===== config.mk =====
export PLATFORM = sky130hd
export DESIGN_NAME = gpio_port_ctrl
export DESIGN_NICKNAME = d
export VERILOG_FILES = /design/src/rtl/gpio_port_pkg.sv /design/src/rtl/gpio_in_sync.sv /design/src/rtl/gpio_irq_detect.sv /design/src/rtl/gpio_out_drive.sv /design/src/rtl/gpio_port_ctrl.sv
export SDC_FILE = /design/constraint.sdc
export NUM_CORES = 1
export LEC_CHECK = 0
export BUFFER_PORTS_ARGS = -buffer_cell sky130_fd_sc_hd__clkbuf_2
export CAP_MARGIN = 10
export CORE_MARGIN = 2
export CORE_UTILIZATION = 55
export CTS_CLUSTER_DIAMETER = 30
export CTS_CLUSTER_SIZE = 10
export DETAILED_ROUTE_END_ITERATION = 6
export HOLD_SLACK_MARGIN = 0.03
export PLACE_DENSITY = 0.81
export SYNTH_ARGS = -nofsm -noshare
export SYNTH_HDL_FRONTEND = slang
export SYNTH_SLANG_ARGS = --single-unit

===== constraint.sdc =====
create_clock -name clk -period 2.42 [get_ports clk]
set_input_delay 0.242 -clock clk [delete_from_list [all_inputs] [get_ports clk]]
set_output_delay 0.242 -clock clk [all_outputs]
set_load 0.02 [all_outputs]

===== src/rtl/gpio_port_pkg.sv =====
package gpio_port_pkg;

  typedef enum logic [1:0] {
    PM_ANALOG    = 2'd0,
    PM_PUSHPULL  = 2'd1,
    PM_OPENDRAIN = 2'd2,
    PM_HIZ_IN    = 2'd3
  } pin_mode_e;

  localparam logic [7:0] ADR_PINMODE  = 8'h00;
  localparam logic [7:0] ADR_WRLOCK   = 8'h04;
  localparam logic [7:0] ADR_DOUT     = 8'h08;
  localparam logic [7:0] ADR_DIN      = 8'h0C;
  localparam logic [7:0] ADR_IRQ_EN   = 8'h10;
  localparam logic [7:0] ADR_IRQ_PEND = 8'h14;
  localparam logic [7:0] ADR_IRQ_ACK  = 8'h1C;
  localparam logic [7:0] ADR_IRQ_KIND = 8'h20;
  localparam logic [7:0] ADR_IRQ_POL  = 8'h24;
  localparam logic [7:0] ADR_IRQ_ANY  = 8'h28;
  localparam logic [7:0] ADR_SYNC_EN  = 8'h2C;
  localparam logic [7:0] ADR_BIT_SET  = 8'h30;
  localparam logic [7:0] ADR_BIT_CLR  = 8'h34;

endpackage


===== src/rtl/gpio_in_sync.sv =====
module gpio_in_sync #(
  parameter int NPINS  = 8,
  parameter int STAGES = 3
) (
  input  logic             clk,
  input  logic             rst,
  input  logic [NPINS-1:0] raw,
  input  logic [NPINS-1:0] sync_en,
  input  logic [NPINS-1:0] dig_en,
  output logic [NPINS-1:0] din
);

  logic [NPINS-1:0] stg [STAGES];

  generate
    for (genvar k = 0; k < STAGES; k++) begin : g_stage
      if (k == 0) begin : g_first
        always_ff @(posedge clk) begin
          if (rst) stg[k] <= '0;
          else     stg[k] <= raw;
        end
      end else begin : g_next
        always_ff @(posedge clk) begin
          if (rst) stg[k] <= '0;
          else     stg[k] <= stg[k-1];
        end
      end
    end
  endgenerate

  assign din = ((sync_en & stg[STAGES-1]) | (~sync_en & raw)) & dig_en;

endmodule


===== src/rtl/gpio_irq_detect.sv =====
module gpio_irq_detect #(
  parameter int NPINS = 8
) (
  input  logic             clk,
  input  logic             rst,
  input  logic [NPINS-1:0] din,
  input  logic [NPINS-1:0] kind,
  input  logic [NPINS-1:0] pol,
  input  logic [NPINS-1:0] any,
  input  logic [NPINS-1:0] en,
  input  logic [NPINS-1:0] ack,
  output logic [NPINS-1:0] flag,
  output logic             irq
);

  logic [NPINS-1:0] prev_q, flag_q, hit;
  logic [NPINS-1:0] rise, fall, edge_hit, lvl_hit;
  logic             armed_q;

  assign rise     = din & ~prev_q;
  assign fall     = ~din & prev_q;
  assign edge_hit = (any & (rise | fall)) | (~any & ((pol & rise) | (~pol & fall)));
  assign lvl_hit  = ~(din ^ pol);
  assign hit      = (kind & lvl_hit) | (~kind & edge_hit);

  always_ff @(posedge clk) begin
    if (rst) begin
      prev_q  <= '0;
      flag_q  <= '0;
      armed_q <= 1'b0;
    end else begin
      prev_q  <= din;
      flag_q  <= (flag_q & ~ack) | hit;
      armed_q <= 1'b1;
    end
  end

  assign flag = flag_q;
  assign irq  = |(flag_q & en);

  AST_HIT_SETS_FLAG: assert property (@(posedge clk) disable iff (rst)
    armed_q |-> ((flag_q & $past(hit)) == $past(hit)));
  AST_ACK_DROPS_FLAG: assert property (@(posedge clk) disable iff (rst)
    armed_q |-> ((flag_q & $past(ack & ~hit)) == '0));

endmodule


===== src/rtl/gpio_out_drive.sv =====
module gpio_out_drive
  import gpio_port_pkg::*;
#(
  parameter int NPINS = 8
) (
  input  logic [2*NPINS-1:0] mode,
  input  logic [NPINS-1:0]   dout,
  output logic [NPINS-1:0]   pin_out,
  output logic [NPINS-1:0]   pin_oe,
  output logic [NPINS-1:0]   pin_od
);

  always_comb begin
    for (int i = 0; i < NPINS; i++) begin
      pin_out[i] = 1'b0;
      pin_oe[i]  = 1'b0;
      pin_od[i]  = 1'b0;
      case (pin_mode_e'(mode[2*i +: 2]))
        PM_PUSHPULL: begin
          pin_oe[i]  = 1'b1;
          pin_out[i] = dout[i];
        end
        PM_OPENDRAIN: begin
          pin_od[i] = 1'b1;
          pin_oe[i] = ~dout[i];
        end
        default: ;
      endcase
    end
  end

endmodule


===== src/rtl/gpio_port_ctrl.sv =====
module gpio_port_ctrl
  import gpio_port_pkg::*;
#(
  parameter int NPINS       = 8,
  parameter int ADDR_W      = 8,
  parameter int DATA_W      = 32,
  parameter int SYNC_STAGES = 3
) (
  input  logic              clk,
  input  logic              rst,
  input  logic [ADDR_W-1:0] bus_addr,
  input  logic              bus_wr,
  input  logic [DATA_W-1:0] bus_wdata,
  input  logic              bus_rd,
  output logic [DATA_W-1:0] bus_rdata,
  input  logic [NPINS-1:0]  pin_in,
  output logic [NPINS-1:0]  pin_out,
  output logic [NPINS-1:0]  pin_oe,
  output logic [NPINS-1:0]  pin_od,
  output logic              irq
);

  localparam int MODE_W = 2 * NPINS;

  logic [MODE_W-1:0] mode_q;
  logic [NPINS-1:0]  lock_q, dout_q, en_q, kind_q, pol_q, any_q, sync_q;
  logic [NPINS-1:0]  wlo, free_m, ack_m, dig_en, din, flag;
  logic [DATA_W-1:0] rd_mux, rdata_q;
  logic              set_wr, wo_sel, armed_q;
  logic              unused_wdata_hi;

  function automatic logic sel(input logic [7:0] adr);
    return bus_addr == ADDR_W'(adr);
  endfunction

  assign wlo             = bus_wdata[NPINS-1:0];
  assign unused_wdata_hi = ^bus_wdata[DATA_W-1:MODE_W];
  assign free_m          = ~lock_q;
  assign ack_m           = (bus_wr && sel(ADR_IRQ_ACK)) ? wlo : '0;
  assign set_wr          = bus_wr && sel(ADR_BIT_SET);
  assign wo_sel          = sel(ADR_IRQ_ACK) || sel(ADR_BIT_SET) || sel(ADR_BIT_CLR);

  // Configuration and output data registers
  always_ff @(posedge clk) begin
    if (rst) begin
      mode_q <= '0;
      lock_q <= '0;
      dout_q <= '0;
      en_q   <= '0;
      kind_q <= '0;
      pol_q  <= '0;
      any_q  <= '0;
      sync_q <= '0;
    end else if (bus_wr) begin
      if (sel(ADR_PINMODE))  mode_q <= bus_wdata[MODE_W-1:0];
      if (sel(ADR_WRLOCK))   lock_q <= wlo;
      if (sel(ADR_DOUT))     dout_q <= (dout_q & lock_q) | (wlo & free_m);
      if (sel(ADR_BIT_SET))  dout_q <= dout_q | (wlo & free_m);
      if (sel(ADR_BIT_CLR))  dout_q <= dout_q & ~(wlo & free_m);
      if (sel(ADR_IRQ_EN))   en_q   <= wlo;
      if (sel(ADR_IRQ_KIND)) kind_q <= wlo;
      if (sel(ADR_IRQ_POL))  pol_q  <= wlo;
      if (sel(ADR_IRQ_ANY))  any_q  <= wlo;
      if (sel(ADR_SYNC_EN))  sync_q <= wlo;
    end
  end

  generate
    for (genvar gi = 0; gi < NPINS; gi++) begin : g_dig
      assign dig_en[gi] = pin_mode_e'(mode_q[2*gi +: 2]) != PM_ANALOG;
    end
  endgenerate

  gpio_in_sync #(.NPINS(NPINS), .STAGES(SYNC_STAGES)) u_sync (
    .clk     (clk),
    .rst     (rst),
    .raw     (pin_in),
    .sync_en (sync_q),
    .dig_en  (dig_en),
    .din     (din)
  );

  gpio_irq_detect #(.NPINS(NPINS)) u_irq (
    .clk  (clk),
    .rst  (rst),
    .din  (din),
    .kind (kind_q),
    .pol  (pol_q),
    .any  (any_q),
    .en   (en_q),
    .ack  (ack_m),
    .flag (flag),
    .irq  (irq)
  );

  gpio_out_drive #(.NPINS(NPINS)) u_drive (
    .mode    (mode_q),
    .dout    (dout_q),
    .pin_out (pin_out),
    .pin_oe  (pin_oe),
    .pin_od  (pin_od)
  );

  // Read path
  always_comb begin
    rd_mux = '0;
    if      (sel(ADR_PINMODE))  rd_mux[MODE_W-1:0] = mode_q;
    else if (sel(ADR_WRLOCK))   rd_mux[NPINS-1:0]  = lock_q;
    else if (sel(ADR_DOUT))     rd_mux[NPINS-1:0]  = dout_q;
    else if (sel(ADR_DIN))      rd_mux[NPINS-1:0]  = din;
    else if (sel(ADR_IRQ_EN))   rd_mux[NPINS-1:0]  = en_q;
    else if (sel(ADR_IRQ_PEND)) rd_mux[NPINS-1:0]  = flag;
    else if (sel(ADR_IRQ_KIND)) rd_mux[NPINS-1:0]  = kind_q;
    else if (sel(ADR_IRQ_POL))  rd_mux[NPINS-1:0]  = pol_q;
    else if (sel(ADR_IRQ_ANY))  rd_mux[NPINS-1:0]  = any_q;
    else if (sel(ADR_SYNC_EN))  rd_mux[NPINS-1:0]  = sync_q;
  end

  always_ff @(posedge clk) begin
    if (rst) begin
      rdata_q <= '0;
      armed_q <= 1'b0;
    end else begin
      if (bus_rd) rdata_q <= rd_mux;
      armed_q <= 1'b1;
    end
  end

  assign bus_rdata = rdata_q;

  AST_LOCK_FREEZES_DOUT: assert property (@(posedge clk) disable iff (rst)
    armed_q |-> ((dout_q & $past(lock_q)) == ($past(dout_q) & $past(lock_q))));
  AST_SET_RAISES_BITS: assert property (@(posedge clk) disable iff (rst)
    (armed_q && $past(set_wr)) |-> ((dout_q & $past(wlo & free_m)) == $past(wlo & free_m)));
  AST_WO_READS_ZERO: assert property (@(posedge clk) disable iff (rst)
    (armed_q && $past(bus_rd && wo_sel)) |-> (bus_rdata == '0));

endmodule


==> metrics.txt, run 1 <==
vias per cell=5.78; WP data required=2720 ps; FF/Latch Area=0.00256 sq mm; hold slack=46.2 ps; Syn Area/Cell=8.51 sq um; DR vias=6113; most frequent cells after synthesis=dfxtp_1, nor2_1, mux2i_1; IO Port Bufs=76; depth of the CTS H-tree=4; CTS tree=built; die area=0.0134 sq mm; DRT Pass-1 Iters=6; first-pass GRT wire length=29000 um; fin crit share=0.863; CP max-delay cell=or2_2; area taken by multi-input logic gates=0.00386 sq mm; total grt overflow=0; final worst slack=332 ps; Starting Density=0.569; WS Path Type=reg2reg; postcts setup bufs=0; sequential-to-total area share from yosys stat=0.372; RSZ-0062 raised after global routing=no; largest net degree at the start of global routing=66; Cells after Synth=810; most common cell in the netlist=dfxtp_1; Root Buffer=clkbuf_16; Post-synth EDFFs=0; Antenna diodes=0; DR iter-0 viols=624; core area=0.0121 sq mm; fill count=1018; vias in the first global route=5661; Resize count post-CTS=0; post-synth top area cell=dfxtp_1; Ys Warns=0; hold_buf cts=0; FF+latch count, synth=128; Final min period=2090 ps; Leak=3.38 nW; FFs w/ async S/R, synth=0; status=completed; Hold Crit Class=in2reg; maximum clock rate=479 MHz; Synth top area share=0.372; relative slew slack=0.543; CP max FO=5; fin util=0.659; CP Buf/Inv Count=1; Die Ht=116 um; TritonCTS buffer count=17; total track usage=0.281; Synth cell types=55; share of post-route cells with drive strength above 1=0.170; CP arrival=2390 ps; # IOs=109; delay of the slowest cell on the worst path=400 ps; placed cells=1025; num rows=40; DR WL/cell=17.5 um; Post-Syn Area=0.00689 sq mm; Final GP Congestion=0.941; Detail Route Antenna Nets=0; CP Capture Type=flip-flop; CTS max path bufs=2; max_cap viols=0; drt drc=0; Primary FF master, synth=dfxtp_1; Place WS=225 ps; Worst VDD drop=0.534 mV; CP Cell Sequence=inv_1 -> ha_1 -> or2_2 -> ha_1 -> nor2b_1 -> a211oi_1 -> a211oi_1 -> a21oi_1 -> a21oi_1; Detail Placement HPWL=13200 um; Skew-Pair Late Insertion Delay=430 ps; die width=116 um; Worst-path clk slew=60 ps; Clock Sinks=128; final setup vio count=0; Post-Route WL=18500 um; area delta synth->final=15.9%; skew final=8.05 ps; Power Dens Cells=629 mW/mm^2; initial antenna violation count=0; Final Max Tran Viols=0; TNS Setup=0 ps; CP top delay family=compound AO/OA/AOI/OAI gates; Worst setup SP type=flip-flop; nets=968; ranking of synthesized cells by area=dfxtp_1, mux2i_1, ha_1; worst-margin pin slew=686 ps; Hold Vio Cnt, Final=0; non-filler cells, final=1057
==> worst min-delay path, stage by stage <==
cell and delay (ps):
clkbuf_2 80, mux2i_1 50, nor2_1 70
==> report_power, final <==
part	leakage [nW]	total [mW]	switching (mW)	internal [mW]
Sequential	1.04	2.14	0.00824	2.13
Combinational	2.07	0.317	0.224	0.0935
Clock	0.280	2.57	1.01	1.55
Total	3.38	5.02	1.24	3.78
==> metal layers <==
layer	wire, um	global-route usage
met4	796	0.137
met2	8340	0.442
met5	0	0
met1	7760	0.368
met3	1590	0.0612
==> cells in the final DEF (no fill, tap or decap), types with 5 or more instances in the layout <==
cell type,n
clkbuf_2,75
a21o_1,6
nor2b_1,53
o21a_1,8
a31oi_1,8
nand2_1,31
a22oi_1,10
or2_2,8
mux2i_1,75
nor2_1,100
dfxtp_1,128
a21oi_1,67
and2_1,10
inv_1,49
ha_1,40
o21ai_1,8
nand3_1,11
buf_4,23
a211oi_1,32
o21ai_0,38
conb_1,16
clkbuf_16,17
a311oi_1,5
==> cells by family (layout without fill, tap and decap cells) <==
family,count (synthesis),after routing,share of synthesized area
mux,75,75,0.109
flops,128,128,0.372
other cells,1,16,0.000544
xor+xnor,8,8,0.0102
buf+inv,116,180,0.0755
simple gates,244,244,0.182
compound gates,198,198,0.179
fa+ha+maj,40,40,0.0726
==> final cells by class <==
type,instances,share of cell area
flip-flops and latches,128,0.321
repair buffers,99,0.0711
clock inverters,14,0.0196
inverters,49,0.0230
clock buffers,18,0.0550
well taps,168,0.0263
multi-input cells,581,0.484
==> sequential cells by signal (all words and copies together), names as in the netlist <==
register	cells
dout_q	8
pol_q	8
en_q	8
any_q	8
u_sync.stg	24
kind_q	8
mode_q	16
sync_q	8
lock_q	8
u_irq.prev_q	8
u_irq.flag	8
bus_rdata	16
==> stage by stage <==
| step | total power [mW] | instance area, sq um |
|---|---|---|
| floorplan | 2.40 | 6950 |
| global placement | 2.49 | 7390 |
| detailed placement | 2.49 | 7390 |
| CTS | 5.03 | 7980 |
| global route | 5.15 | 7980 |
| finish | 5.02 | 7980 |
==> worst paths after layout <==
check | startpoint | to | slack (ps) | depth (start not counted)
max | mode_q[12]$_SDFFE_PP0P_ | u_irq.flag[6]$_SDFF_PP0_ | 330 | 9
min | bus_wdata[13] | mode_q[13]$_SDFFE_PP0P_ | 50 | 3
max reg2reg | mode_q[12]$_SDFFE_PP0P_ | u_irq.flag[6]$_SDFF_PP0_ | 330 | 9
min reg2reg | u_sync.stg[0][3]$_SDFF_PP0_ | u_sync.stg[1][3]$_SDFF_PP0_ | 440 | 1
No activity file was read; power rests on OpenSTA's default activity.
==> inputs of run 2 (changes only) <==
==> constraint.sdc (replaced) <==
create_clock -name clk -period 2.1 [get_ports clk]
set_input_delay 0.21 -clock clk [delete_from_list [all_inputs] [get_ports clk]]
set_output_delay 0.21 -clock clk [all_outputs]
set_load 0.02 [all_outputs]
==> run 2 against run 1 <==
  * Core utilization increased by 2.3 points
  * Wire length increased by 6.7%
  * Via count increased by 3.0%
  * Sequential cell count unchanged
  * Combinational power increased by 25%
  * Clock power increased by 13%
  * Sequential power increased by 15%
  * Critical path depth unchanged
  * Largest cell class unchanged
  * Highest routed layer unchanged
==> metrics.txt, run 2 (synthesized netlist as in run 1, its figures left out) <==
first-pass GRT wire length=30600 um (+5.5%); fill count=983 (-3.4%); Worst setup SP type=flip-flop; num rows=40 (unchanged); die area=0.0134 sq mm (unchanged); Detail Route Antenna Nets=0 (unchanged); # IOs=109 (unchanged); design area=0.00827 sq mm (+3.6%); Detail Placement HPWL=13700 um (+4.2%); Hold Crit Depth=3 (unchanged); share of post-route cells with drive strength above 1=0.197 (+0.0267); min-delay src=bus_wdata[15]; total track usage=0.298 (+0.0169); Final Max Tran Viols=0 (unchanged); delay of the slowest cell on the worst path=380 ps (-20 ps); Leak=3.53 nW (+4.3%); IO Port Bufs=76 (unchanged); reg2reg path depth=9 (unchanged); worst-margin pin slew=663 ps (-23.2 ps); Clock Sinks=128 (unchanged); vias in the first global route=5915 (+4.5%); max FFs per register=24 (unchanged); R2R Path End=u_irq.flag[7]$_SDFF_PP0_; Starting Density=0.569 (unchanged); total grt overflow=0 (unchanged); CP Cell Sequence=inv_1 -> ha_1 -> or2_2 -> ha_1 -> nor2b_1 -> a211oi_2 -> a211oi_2 -> a21oi_1 -> a21oi_1; most frequent cells in the layout=dfxtp_1, nor2_1, mux2i_1, clkbuf_2, a21oi_1; Final min period=2060 ps (-29.1 ps); depth of the CTS H-tree=4 (unchanged); status=completed; area delta synth->final=20.0%; R2R Path Start=mode_q[15]$_SDFFE_PP0P_; drt drc=0 (unchanged); nets=996 (+2.9%); Die Ht=116 um (unchanged); DR WL/cell=18.2 um (+4.0%); WHS Endpoint=mode_q[15]$_SDFFE_PP0P_; Worst-path clk slew=60 ps (about the same); most common cell after layout, fill and taps aside=dfxtp_1; Biggest register=u_sync.stg; max_cap viols=0 (unchanged); WP data required=2370 ps (-350 ps); area taken by multi-input logic gates=0.00389 sq mm (+0.78%); skew final=7.06 ps (-0.993 ps); Hold Crit Class=in2reg; Worst VDD drop=0.592 mV (+11%); Antenna diodes=0 (unchanged); CP max FO=4 (-1); TNS Setup=0 ps (unchanged); Post-Route WL=19700 um (+6.7%); fin util=0.683 (+0.0235); CP max-delay cell=dfxtp_1; FF-to-FF setup slack=40 ps (-290 ps); die width=116 um (unchanged); hold slack=45.2 ps (-1.01 ps); DRT Pass-1 Iters=5 (-1); core area=0.0121 sq mm (unchanged); initial antenna violation count=1 (+1); CTS max path bufs=2 (unchanged); CP arrival=2330 ps (-60 ps); postcts setup bufs=0 (unchanged); TritonCTS buffer count=17 (unchanged); Hold Vio Cnt, Final=0 (unchanged); FF/Latch Area=0.00257 sq mm (+0.20%); Area after DPL=0.00758 sq mm (+2.5%); maximum clock rate=486 MHz (+1.4%); CP Capture Type=flip-flop; relative slew slack=0.558 (+0.0155); Skew-Pair Late Insertion Delay=420 ps (about the same); final setup vio count=0 (unchanged); Root Buffer=clkbuf_16; DR iter-0 viols=742 (+19%); Power Dens Cells=698 mW/mm^2 (+11%); CTS tree=built; Final GP Congestion=1.02 (+8.3%); Tot Pwr=5.77 mW (+15%); vias per cell=5.81 (+0.46%); DR vias=6298 (+3.0%); WS Path Type=reg2reg; fin crit share=0.980 (+0.118); largest net degree at the start of global routing=61 (-7.6%)
==> run 2: cell types whose count changed in the layout (fill, tap and decap cells not counted), sizes merged <==
cell | previous run | this run
clkinv | 5 | 6
buf | 24 | 44
dlygate4sd3 | 0 | 8
inv | 52 | 51
clkinvlp | 4 | 3
==> run 2: final cells by class <==
| cell class | instances | share of cell area |
|---|---|---|
| Inverter | 49 | 0.0222 |
| Sequential cell | 128 | 0.311 |
| Multi-Input combinational cell | 581 | 0.471 |
| Clock buffer | 18 | 0.0531 |
| Tap cell | 168 | 0.0254 |
| Clock inverter | 13 | 0.0166 |
| Timing Repair Buffer | 127 | 0.101 |
==> run 2: timing repair <==
action,in CTS,in global routing
hold buffers,8,0
endpoints found under the hold margin,8,0
endpoints found under the setup margin,0,7
gates resized for setup,0,10
==> run 2: layer usage <==
layer / wire, um / up-vias / global-route usage
met5: 0 / - / 0
li1: - / 2953 / -
met2: 9180 / 339 / 0.481
met3: 1730 / 57 / 0.0753
met4: 703 / 0 / 0.129
met1: 8100 / 2949 / 0.379
==> run 2: worst max-delay path: cells and delay by family (launching register included) <==
kind | cells | cell delay, ps
buffers and inverters | 1 | 80
DFF | 1 | 380
adders and majority gates | 2 | 400
and+or+nand+nor | 2 | 470
AOI/OAI and AO/OA | 4 | 580
==> run 2: stage by stage <==
stage | setup slack (ps) | std cells
floorplan | 193 | 825
global placement | 117 | 1045
detailed placement | 95.7 | 1045
CTS | 23.4 | 1084
global route | -30.7 | 1084
finish | 41.1 | 1084
==> run 2: how the worst max path moves through the flow <==
| stage | start | end | slack (ps) | cells past startpoint |
|---|---|---|---|---|
| 2_1_floorplan | mode_q[6]$_SDFFE_PP0P_ | u_irq.flag[3]$_SDFF_PP0_ | 190 | 10 |
| 3_3_place_gp | mode_q[2]$_SDFFE_PP0P_ | u_irq.flag[1]$_SDFF_PP0_ | 120 | 9 |
| 3_5_place_dp | mode_q[8]$_SDFFE_PP0P_ | u_irq.flag[4]$_SDFF_PP0_ | 100 | 9 |
| 4_1_cts | mode_q[2]$_SDFFE_PP0P_ | u_irq.flag[1]$_SDFF_PP0_ | 20 | 9 |
| 5_1_grt | mode_q[15]$_SDFFE_PP0P_ | u_irq.flag[7]$_SDFF_PP0_ | -30 | 9 |
| 6_report | mode_q[15]$_SDFFE_PP0P_ | u_irq.flag[7]$_SDFF_PP0_ | 40 | 9 |
==> run 2: where the power goes <==
| group | switching [mW] | total (mW) | leakage (nW) | internal [mW] |
|---|---|---|---|---|
| sequential | 0.00940 | 2.46 | 1.04 | 2.45 |
| combinational | 0.266 | 0.397 | 2.21 | 0.131 |
| clock | 1.14 | 2.91 | 0.278 | 1.77 |
| total | 1.42 | 5.77 | 3.53 | 4.35 |
